<file path="src/rtl/llq_pkg.sv">
package llq_pkg;

    typedef enum logic [1:0] {
        ST_IDLE  = 2'd0,
        ST_EXEC  = 2'd1,
        ST_FETCH = 2'd2
    } llq_state_e;

    localparam logic OP_POP  = 1'b0;
    localparam logic OP_PUSH = 1'b1;

endpackage

</file>
<file path="src/rtl/llq_alias_decode.sv">
module llq_alias_decode #(
    parameter int ADDR_W      = 32,
    parameter int NUM_LISTS   = 8,
    parameter int LIST_W      = 3,
    parameter int SLICE_LOG2  = 23,
    parameter logic [ADDR_W-1:0] PUSH_BASE = 32'h2000_0000,
    parameter logic [ADDR_W-1:0] POP_BASE  = 32'h2400_0000
) (
    input  logic [ADDR_W-1:0] addr,
    output logic              hit,
    output logic              is_push,
    output logic [LIST_W-1:0] list
);
    localparam logic [ADDR_W-1:0] SPAN = ADDR_W'(NUM_LISTS) << SLICE_LOG2;

    logic [ADDR_W-1:0] push_off;
    logic [ADDR_W-1:0] pop_off;
    logic              in_push;
    logic              in_pop;

    always_comb begin
        push_off = addr - PUSH_BASE;
        pop_off  = addr - POP_BASE;
        in_push  = (addr >= PUSH_BASE) && (push_off < SPAN);
        in_pop   = (addr >= POP_BASE)  && (pop_off  < SPAN);
        hit      = in_push || in_pop;
        is_push  = in_push;
        if (in_push) begin
            list = push_off[SLICE_LOG2 +: LIST_W];
        end else begin
            list = pop_off[SLICE_LOG2 +: LIST_W];
        end
    end

endmodule

</file>
<file path="src/rtl/llq_head_file.sv">
module llq_head_file #(
    parameter int NUM_LISTS = 8,
    parameter int LIST_W    = 3,
    parameter int PTR_W     = 8
) (
    input  logic                       clk,
    input  logic                       rst_n,
    input  logic                       wr_en,
    input  logic [LIST_W-1:0]          wr_list,
    input  logic                       wr_vld,
    input  logic [PTR_W-1:0]           wr_ptr,
    input  logic [LIST_W-1:0]          rd_list,
    output logic                       rd_vld,
    output logic [PTR_W-1:0]           rd_ptr,
    output logic [NUM_LISTS-1:0]       all_vld,
    output logic [NUM_LISTS*PTR_W-1:0] all_ptr
);
    logic [NUM_LISTS-1:0] vld_q;
    logic [PTR_W-1:0]     ptr_q [NUM_LISTS];

    for (genvar g = 0; g < NUM_LISTS; g++) begin : g_head
        logic             vld_d;
        logic [PTR_W-1:0] ptr_d;

        always_comb begin
            vld_d = vld_q[g];
            ptr_d = ptr_q[g];
            if (wr_en && (wr_list == LIST_W'(g))) begin
                vld_d = wr_vld;
                ptr_d = wr_ptr;
            end
        end

        always_ff @(posedge clk) begin
            if (!rst_n) begin
                vld_q[g] <= 1'b0;
                ptr_q[g] <= '0;
            end else begin
                vld_q[g] <= vld_d;
                ptr_q[g] <= ptr_d;
            end
        end

        assign all_ptr[g*PTR_W +: PTR_W] = ptr_q[g];
    end

    assign all_vld = vld_q;
    assign rd_vld  = vld_q[rd_list];
    assign rd_ptr  = ptr_q[rd_list];

endmodule

</file>
<file path="src/rtl/llq_link_ram.sv">
module llq_link_ram #(
    parameter int AW = 8,
    parameter int DW = 9
) (
    input  logic          clk,
    input  logic          we,
    input  logic [AW-1:0] waddr,
    input  logic [DW-1:0] wdata,
    input  logic          re,
    input  logic [AW-1:0] raddr,
    output logic [DW-1:0] rdata
);
    localparam int DEPTH = 1 << AW;

    logic [DW-1:0] mem_q [DEPTH];
    logic [DW-1:0] rdata_q;

    always_ff @(posedge clk) begin
        if (we) begin
            mem_q[waddr] <= wdata;
        end
        if (re) begin
            rdata_q <= mem_q[raddr];
        end
    end

    assign rdata = rdata_q;

endmodule

</file>
<file path="src/rtl/llq_stack_unit.sv">
module llq_stack_unit
    import llq_pkg::*;
#(
    parameter int NUM_LISTS  = 8,
    parameter int PTR_W      = 8,
    parameter int OPND_W     = 32,
    parameter int ADDR_W     = 32,
    parameter int SLICE_LOG2 = 23,
    parameter logic [ADDR_W-1:0] PUSH_BASE = 32'h2000_0000,
    parameter logic [ADDR_W-1:0] POP_BASE  = 32'h2400_0000,
    localparam int LIST_W = $clog2(NUM_LISTS)
) (
    input  logic              clk,
    input  logic              rst_n,
    input  logic              cmd_valid,
    output logic              cmd_ready,
    input  logic              cmd_alias,
    input  logic              cmd_op,
    input  logic [LIST_W-1:0] cmd_list,
    input  logic [OPND_W-1:0] cmd_opa,
    input  logic [OPND_W-1:0] cmd_opb,
    input  logic [ADDR_W-1:0] cmd_addr,
    output logic              rsp_valid,
    output logic [PTR_W-1:0]  rsp_ptr,
    output logic              rsp_empty,
    output logic              rsp_err
);
    localparam int LINK_W = PTR_W + 1;

    typedef struct packed {
        llq_state_e        state;
        logic              is_push;
        logic [LIST_W-1:0] list;
        logic [PTR_W-1:0]  ptr;
        logic              err;
        logic              rsp_valid;
        logic [PTR_W-1:0]  rsp_ptr;
        logic              rsp_empty;
        logic              rsp_err;
    } seq_t;

    seq_t seq_d, seq_q;

    // alias decode
    logic              dec_hit;
    logic              dec_push;
    logic [LIST_W-1:0] dec_list;

    llq_alias_decode #(
        .ADDR_W     (ADDR_W),
        .NUM_LISTS  (NUM_LISTS),
        .LIST_W     (LIST_W),
        .SLICE_LOG2 (SLICE_LOG2),
        .PUSH_BASE  (PUSH_BASE),
        .POP_BASE   (POP_BASE)
    ) dec_i (
        .addr    (cmd_addr),
        .hit     (dec_hit),
        .is_push (dec_push),
        .list    (dec_list)
    );

    // operand sum, wrapped to the pointer width
    logic [OPND_W-1:0] opnd_sum;
    logic              unused_sum_hi;
    assign opnd_sum      = cmd_opa + cmd_opb;
    assign unused_sum_hi = ^opnd_sum[OPND_W-1:PTR_W];

    // head registers
    logic                       head_we;
    logic                       head_wr_vld;
    logic [PTR_W-1:0]           head_wr_ptr;
    logic                       head_rd_vld;
    logic [PTR_W-1:0]           head_rd_ptr;
    logic [NUM_LISTS-1:0]       head_all_vld;
    logic [NUM_LISTS*PTR_W-1:0] head_all_ptr;

    llq_head_file #(
        .NUM_LISTS (NUM_LISTS),
        .LIST_W    (LIST_W),
        .PTR_W     (PTR_W)
    ) heads_i (
        .clk     (clk),
        .rst_n   (rst_n),
        .wr_en   (head_we),
        .wr_list (seq_q.list),
        .wr_vld  (head_wr_vld),
        .wr_ptr  (head_wr_ptr),
        .rd_list (seq_q.list),
        .rd_vld  (head_rd_vld),
        .rd_ptr  (head_rd_ptr),
        .all_vld (head_all_vld),
        .all_ptr (head_all_ptr)
    );

    // link memory: word at a buffer address holds {next_valid, next_ptr}
    logic              link_we;
    logic [PTR_W-1:0]  link_waddr;
    logic [LINK_W-1:0] link_wdata;
    logic              link_re;
    logic [PTR_W-1:0]  link_raddr;
    logic [LINK_W-1:0] link_rdata;

    llq_link_ram #(
        .AW (PTR_W),
        .DW (LINK_W)
    ) links_i (
        .clk   (clk),
        .we    (link_we),
        .waddr (link_waddr),
        .wdata (link_wdata),
        .re    (link_re),
        .raddr (link_raddr),
        .rdata (link_rdata)
    );

    // next-state logic
    always_comb begin
        seq_d           = seq_q;
        seq_d.rsp_valid = 1'b0;
        head_we         = 1'b0;
        head_wr_vld     = 1'b0;
        head_wr_ptr     = '0;
        link_we         = 1'b0;
        link_waddr      = seq_q.ptr;
        link_wdata      = {head_rd_vld, head_rd_ptr};
        link_re         = 1'b0;
        link_raddr      = head_rd_ptr;

        unique case (seq_q.state)
            ST_IDLE: begin
                if (cmd_valid) begin
                    seq_d.state = ST_EXEC;
                    seq_d.ptr   = opnd_sum[PTR_W-1:0];
                    if (cmd_alias) begin
                        seq_d.is_push = dec_push;
                        seq_d.list    = dec_list;
                        seq_d.err     = !dec_hit;
                    end else begin
                        seq_d.is_push = (cmd_op == OP_PUSH);
                        seq_d.list    = cmd_list;
                        seq_d.err     = 1'b0;
                    end
                end
            end
            ST_EXEC: begin
                if (seq_q.err) begin
                    seq_d.state     = ST_IDLE;
                    seq_d.rsp_valid = 1'b1;
                    seq_d.rsp_ptr   = '0;
                    seq_d.rsp_empty = 1'b0;
                    seq_d.rsp_err   = 1'b1;
                end else if (seq_q.is_push) begin
                    link_we         = 1'b1;
                    head_we         = 1'b1;
                    head_wr_vld     = 1'b1;
                    head_wr_ptr     = seq_q.ptr;
                    seq_d.state     = ST_IDLE;
                    seq_d.rsp_valid = 1'b1;
                    seq_d.rsp_ptr   = seq_q.ptr;
                    seq_d.rsp_empty = 1'b0;
                    seq_d.rsp_err   = 1'b0;
                end else if (!head_rd_vld) begin
                    seq_d.state     = ST_IDLE;
                    seq_d.rsp_valid = 1'b1;
                    seq_d.rsp_ptr   = '0;
                    seq_d.rsp_empty = 1'b1;
                    seq_d.rsp_err   = 1'b0;
                end else begin
                    link_re     = 1'b1;
                    seq_d.ptr   = head_rd_ptr;
                    seq_d.state = ST_FETCH;
                end
            end
            ST_FETCH: begin
                head_we         = 1'b1;
                head_wr_vld     = link_rdata[PTR_W];
                head_wr_ptr     = link_rdata[PTR_W-1:0];
                seq_d.state     = ST_IDLE;
                seq_d.rsp_valid = 1'b1;
                seq_d.rsp_ptr   = seq_q.ptr;
                seq_d.rsp_empty = 1'b0;
                seq_d.rsp_err   = 1'b0;
            end
            default: begin
                seq_d.state = ST_IDLE;
            end
        endcase
    end

    always_ff @(posedge clk) begin
        if (!rst_n) begin
            seq_q <= '0;
        end else begin
            seq_q <= seq_d;
        end
    end

    assign cmd_ready = (seq_q.state == ST_IDLE);
    assign rsp_valid = seq_q.rsp_valid;
    assign rsp_ptr   = seq_q.rsp_ptr;
    assign rsp_empty = seq_q.rsp_empty;
    assign rsp_err   = seq_q.rsp_err;

    // response strobe lasts one cycle
    a_r9_rsp_single_cycle: assert property (@(posedge clk) disable iff (!rst_n)
        rsp_valid |=> !rsp_valid);

    // empty answer carries a zero pointer and no error
    a_r4_empty_zero_ptr: assert property (@(posedge clk) disable iff (!rst_n)
        (rsp_valid && rsp_empty) |-> (rsp_ptr == '0) && !rsp_err);

    // a push leaves its pointer on top of its list
    a_r2_push_sets_head: assert property (@(posedge clk) disable iff (!rst_n)
        (seq_q.state == ST_EXEC && seq_q.is_push && !seq_q.err) |=>
            head_all_vld[seq_q.list] &&
            (head_all_ptr[seq_q.list*PTR_W +: PTR_W] == seq_q.ptr));

    // an unmapped alias address touches no head
    a_r7_err_keeps_heads: assert property (@(posedge clk) disable iff (!rst_n)
        (seq_q.state == ST_EXEC && seq_q.err) |=>
            $stable(head_all_vld) && $stable(head_all_ptr));

    // acceptance makes the sequencer busy
    a_r8_accept_then_busy: assert property (@(posedge clk) disable iff (!rst_n)
        (cmd_valid && cmd_ready) |=> !cmd_ready);

    // a response coincides with the return to idle
    a_r8_rsp_when_idle: assert property (@(posedge clk) disable iff (!rst_n)
        rsp_valid |-> cmd_ready);

    // a link fetch always ends in a non-empty answer
    a_r3_fetch_answers: assert property (@(posedge clk) disable iff (!rst_n)
        (seq_q.state == ST_FETCH) |=> rsp_valid && !rsp_empty && !rsp_err);

endmodule

</file>
<file path="config.mk">
export PLATFORM = sky130hd
export DESIGN_NAME = llq_stack_unit
export DESIGN_NICKNAME = d
export VERILOG_FILES = /design/src/rtl/llq_pkg.sv /design/src/rtl/llq_alias_decode.sv /design/src/rtl/llq_head_file.sv /design/src/rtl/llq_link_ram.sv /design/src/rtl/llq_stack_unit.sv
export SDC_FILE = /design/constraint.sdc
export NUM_CORES = 2
export LEC_CHECK = 0
export ABC_AREA = 1
export BUFFER_PORTS_ARGS = -buffer_cell sky130_fd_sc_hd__buf_2
export CAP_MARGIN = 0
export CORE_MARGIN = 4
export CORE_UTILIZATION = 35
export DETAILED_ROUTE_END_ITERATION = 16
export PLACE_DENSITY = 0.6
export SETUP_SLACK_MARGIN = 0.1
export SYNTH_ARGS = -nofsm -noshare
export SYNTH_HDL_FRONTEND = slang
export SYNTH_SLANG_ARGS = --single-unit
</file>
<file path="constraint.sdc">
create_clock -name clk -period 9.85 [get_ports clk]
set_input_delay 0.985 -clock clk [delete_from_list [all_inputs] [get_ports clk]]
set_output_delay 0.985 -clock clk [all_outputs]
set_load 0.1 [all_outputs]
</file>
### After elaboration in Yosys (flattened, before gate mapping)

Memory sizes are Yosys's and may differ from the RTL's. A register that Yosys moved wholly into a read port is not among the register bits.
Index checks and enable logic that the tools add are counted.
W data, S select, Z words.

* flip-flop bits (word level): 34
* logic and storage cells: 136
* input port bits: 104
* bits in writable memories: 2368
* ROM bits: 0
* bits in latches: 0
* memories: 2

Memories
* links_i.mem_q: words 256, width 9, rd ports 1, clocked after Yosys merged registers in 1, wr ports 1, RTL line llq_link_ram.sv:15 `logic [DW-1:0] mem_q [DEPTH];`
* heads_i.ptr_q: words 8, width 8, rd ports 1, clocked after Yosys merged registers in 1, wr ports 8, RTL line llq_head_file.sv:19 `logic [PTR_W-1:0] ptr_q [NUM_LISTS];`

* divide/modulo/power cells: 0
* bitwise gates (word level): 8
* magnitude comparators: 5
* reduce and logical (&&, ||, !) cells: 27
* equal/unequal tests: 22
* multiply operators: 0
* shift operators: 0
* add/sub/neg operators: 3
* mux-type cells: 52

Operator list (number)
* $mux W8: 21
* $ge A32 B30 Y1 const B: 2
* $lt A32 B27 Y1 const B: 2
* $sub A32 B30 Y32 const B: 2
* $mux W11: 3
* $pmux W8 S2: 2
* $pmux W11 S2: 1
* $reduce_and A2 Y1: 10
* $mux W15: 1
* $mux W1: 13
* $eq A3 B3 Y1 const B: 4
* $logic_and A1 B1 Y1: 10
* $mux W3: 3
* $add A8 B8 Y8: 1
* $ne A1 B1 Y1 const B: 8
* $ne A2 B2 Y1 const B: 4
* $or A1 B1 Y1: 8
* $eq A3 B2 Y1 const B: 2
* $mux W2: 3
* $reduce_and A5 Y1: 1
* $lt A3 B4 Y1 const B: 1
* $mux W4: 1
* $ne A4 B4 Y1 const B: 1
* $pmux W1 S2: 2
* 10 further kinds: 11

### Logic depth before layout (Yosys ltp)

* word-level depth: 8
* mapped depth: 20

### Cells and area by module

Synthesis repeated with hierarchy kept, for this count alone.

* cell total of the unflattened synthesis: 8656
* area total of the unflattened synthesis: 98851.1 um2

Modules (own cells, without submodules)
* llq_link_ram: cells each 7826, sequential area each 69456.6 um2, times used 1, area an instance 93609.8 um2
* llq_head_file: cells each 562, sequential area each 1441.4 um2, times used 1, area an instance 3477.1 um2
* llq_stack_unit: cells each 234, sequential area each 520.5 um2, times used 1, area an instance 1595.3 um2
* llq_alias_decode: cells each 34, sequential area each 0.0 um2, times used 1, area an instance 168.9 um2

### Least setup slack after synthesis

No wires, ideal clock.

* kind: register -> register
* start: register with a tool-made name
* end: memory links_i.mem_q[0][7], data pin
* data required time: 8.802 ns
* path buffers: 4
* arrival time: 5.467 ns
* cell stages (with the launch flop): 10
* setup slack: 3.335 ns
* path through: dfxtp_1 inv_2 buf_4 buf_2 buf_2 nor2_1 o22ai_1 inv_1 o21ai_0 clkbuf_1

RTL lines (RTL line)
* end, declared: llq_link_ram.sv:15

==> flow_summary.yaml <==
clocking:
  cts-htree-levels: 5
  root_buffer: "clkbuf_16"
  numCtsBuffers: 274
  path_clk_slew_ns: 0.06
  ctsLongestPathBuffers: 4
  holdBufCountCts: 0
  post_cts_resized: 0
  cts_tree: "yes"
  cts_setup_buffers: 0
  clock-sinks: 2414
  clock_latency_ns: 0.94
global_routing:
  grt_pass1_vias: 64790
  antenna_found_initial: 12
  grt_first_pass_wirelength_um: 414200
  grt_usage_pct: 17.46
  grt_max_degree: 198
  globalRouteOverflowTotal: 0
setup_path:
  crit_arrival_ns: 6.43
  required_ns: 10.53
  r2r_slack_ns: 4.09
  regToRegEndpoint: "links_i.rdata[6]"
  rr_worst_depth: 17
  worstSetupPathType: "flop to flop"
  cp-end-kind: "flop"
  worstPathMaxFanout: 90
  startpoint_type: "flop"
floorplan:
  die_h_um: 554.5
  die_w_um: 554.5
  initial_utilization_pct: 35.19
  fp.coreArea_um2: 297000
  die-area_um2: 307500
  num_rows: 200
  ios: 116
timing:
  period_share_pct: 58.44
  setup-violations-final: 0
  tns_ns: 0
  maxSlewViolCount: 0
  slew_headroom_pct: 10.80
  timing.final.ws_setup_ns: 4.093
  fmax_mhz: 173.7
  tightest_slew_ns: 1.333
  skew_ns: 0.05784
  hold_violations: 0
  rsz0062_at_grt: "no"
  fin_crit_ns: 5.757
pwr:
  p_leak_uw: 0.04306
  power_density_nw_per_um2: 226.4
  vdd_drop_max_mv: 0.2089
routing:
  first_pass_iters: 6
  top_layer: "met4"
  drtIter0Drc: 8128
  routed-via-count: 69030
  routed-wl-met3_um: 24540
  wl_um: 277100
  met2_length_um: 127200
  ant_nets: 0
  wire_per_inst_um: 20.74
  viasPerCell: 5.166
  routedLengthMet1_um: 117000
  drc: 0
outcome:
  status: "finished, final reports clean"
logic_synthesis:
  yosysWarnings: 0
  ys.flop_type: "edfxtp_1"
  yosys.cell_types.count: 38
  synth_seq_cells: 2414
  synth.net_count: 9573
  syn-cell-area_um2: 104500
  syn_area_per_cell_um2: 11.06
  syn_inst: 9456
  synth-edff-count: 2377
  ys_async_sr_fraction_pct: 0
  yosysSeqAreaShare_pct: 68.99
place:
  pre_cts_slack_ns: 4.293
  io_buffer_count: 44
  place_hpwl_um: 145400
  place.gp.congestion: 0.8354
finish:
  seqCellArea_um2: 72120
  drive_above_1_share_pct: 5.403
  area_growth_pct: 11.17
  fillers: 27890
  multi_input_area_um2: 26010
  fin_util_pct: 39.12
  fin_nets: 9361
worst_hold_path:
  min_path_cells: 3
  min_to: "seq_q[24]"
  worstHoldStart: "cmd_valid"
  worstHoldPathType: "primary input to flop"
run:
  max_cap_viol_count: 0
==> kinds of logic (layout without fill, tap and decap cells) <==
kind of cell / count (synthesis) / in the layout / synth area share, %
simple gates: 5009 / 5009 / 22.16
flops: 2414 / 2414 / 68.99
buf+inv: 1605 / 1570 / 6.305
compound gates: 410 / 410 / 2.341
fa+ha+maj: 13 / 13 / 0.1628
xor+xnor: 5 / 5 / 0.04190
other cells: 0 / 2 / 0
==> worst max-delay path by stage <==
stage | to | from | slack (ns) | cells after the start
after global placement | links_i.rdata[6] | flop | 4.31 | 17
after floorplan | links_i.mem_q[0][7] | flop | 3.33 | 9
after global routing | links_i.rdata[6] | flop | 3.75 | 17
after CTS | links_i.rdata[6] | flop | 4.22 | 15
final | links_i.rdata[6] | flop | 4.09 | 17
after detailed placement | links_i.rdata[6] | flop | 4.29 | 17
==> through the flow <==
step                      instance area, um2  std cells  total power, uW  hold WS, ns
after global placement                108000      12910            16960       0.4541
after detailed placement              108000      12910            17020       0.4595
after global routing                  116200      13360            27350       0.3370
final                                 116200      13360            26310       0.3683
after floorplan                       104500       9456            15340       0.4435
after CTS                             116200      13360            26440       0.2977
==> cell usage after synthesis (27+ instances only) <==
cell type | number | area (um2)
dfxtp_1 | 37 | 740.7
o211ai_1 | 129 | 968.4
inv_1 | 966 | 3626
edfxtp_1 | 2377 | 71380
o21ai_1 | 55 | 275.3
nand2_1 | 2296 | 8618
clkbuf_1 | 217 | 814.5
nor2_1 | 366 | 1374
buf_2 | 327 | 1637
a21oi_1 | 27 | 135.1
buf_1 | 47 | 176.4
nand3_1 | 1761 | 8813
buf_4 | 32 | 240.2
o21ai_0 | 169 | 845.8
nand3b_1 | 559 | 4197
==> critical path, cell delays in order (launching register included) <==
cell and delay (ns):
dfxtp_1 0.30, buf_4 0.24, inv_2 0.47, nand2_1 0.11
nand3_1 0.14, nand3_4 0.57, nand2_8 0.53, buf_4 0.48
buf_4 0.84, nand2_1 0.12, nand3_1 0.11, nand3_1 0.13
nand3_1 0.22, nand3_1 0.10, nand3_1 0.28, nand3_1 0.38
nand3_1 0.22, nand2_1 0.07
==> per-layer routing <==
layer  track usage (%)  vias to the layer above
met5                 0                        -
met4             5.710                        0
met3             3.080                      461
met2             27.32                     2962
met1             24.63                    33540
li1                  -                    32070
==> cells in the final DEF, fill, tap and decap left out, types with 27 or more instances in the layout <==
| cell | instances |
|---|---|
| nor2_1 | 366 |
| nand2_1 | 2292 |
| dfxtp_1 | 37 |
| buf_2 | 44 |
| inv_1 | 965 |
| buf_4 | 69 |
| o21ai_0 | 168 |
| o21ai_1 | 52 |
| o211ai_1 | 129 |
| clkinv_2 | 29 |
| a21oi_1 | 27 |
| clkbuf_16 | 286 |
| nand3b_1 | 559 |
| nand3_1 | 1753 |
| edfxtp_1 | 2377 |
| clkbuf_1 | 59 |
| clkinv_1 | 61 |
==> power by group <==
part           switching [uW]  leakage, uW  total [uW]  internal (uW)
Sequential               26.5       0.0219       11800          11800
Clock                    3880      0.00400        9460           5580
Combinational            3850       0.0171        5010           1160
Total                    7760       0.0431       26300          18500
==> sequential cells by signal (all words and copies together), names as in the netlist, named ones only <==
name             cells
heads_i.all_vld      8
links_i.mem_q     2304
heads_i.ptr_q       64
rsp_err              1
link_waddr           8
rsp_empty            1
links_i.rdata        9
rsp_valid            1
seq_q                7
rsp_ptr              8
==> layout make-up <==
type | count | share of cell area [%]
tap | 3939 | 4.241
sequential | 2414 | 62.06
multi-input combinational | 5437 | 22.38
clock buffer | 350 | 6.408
clock inverter | 103 | 0.6245
timing repair buffer | 140 | 1.096
inverter | 977 | 3.188
antenna | 2 | 0.004307
Note: power is estimated with default switching activity, not from simulation.
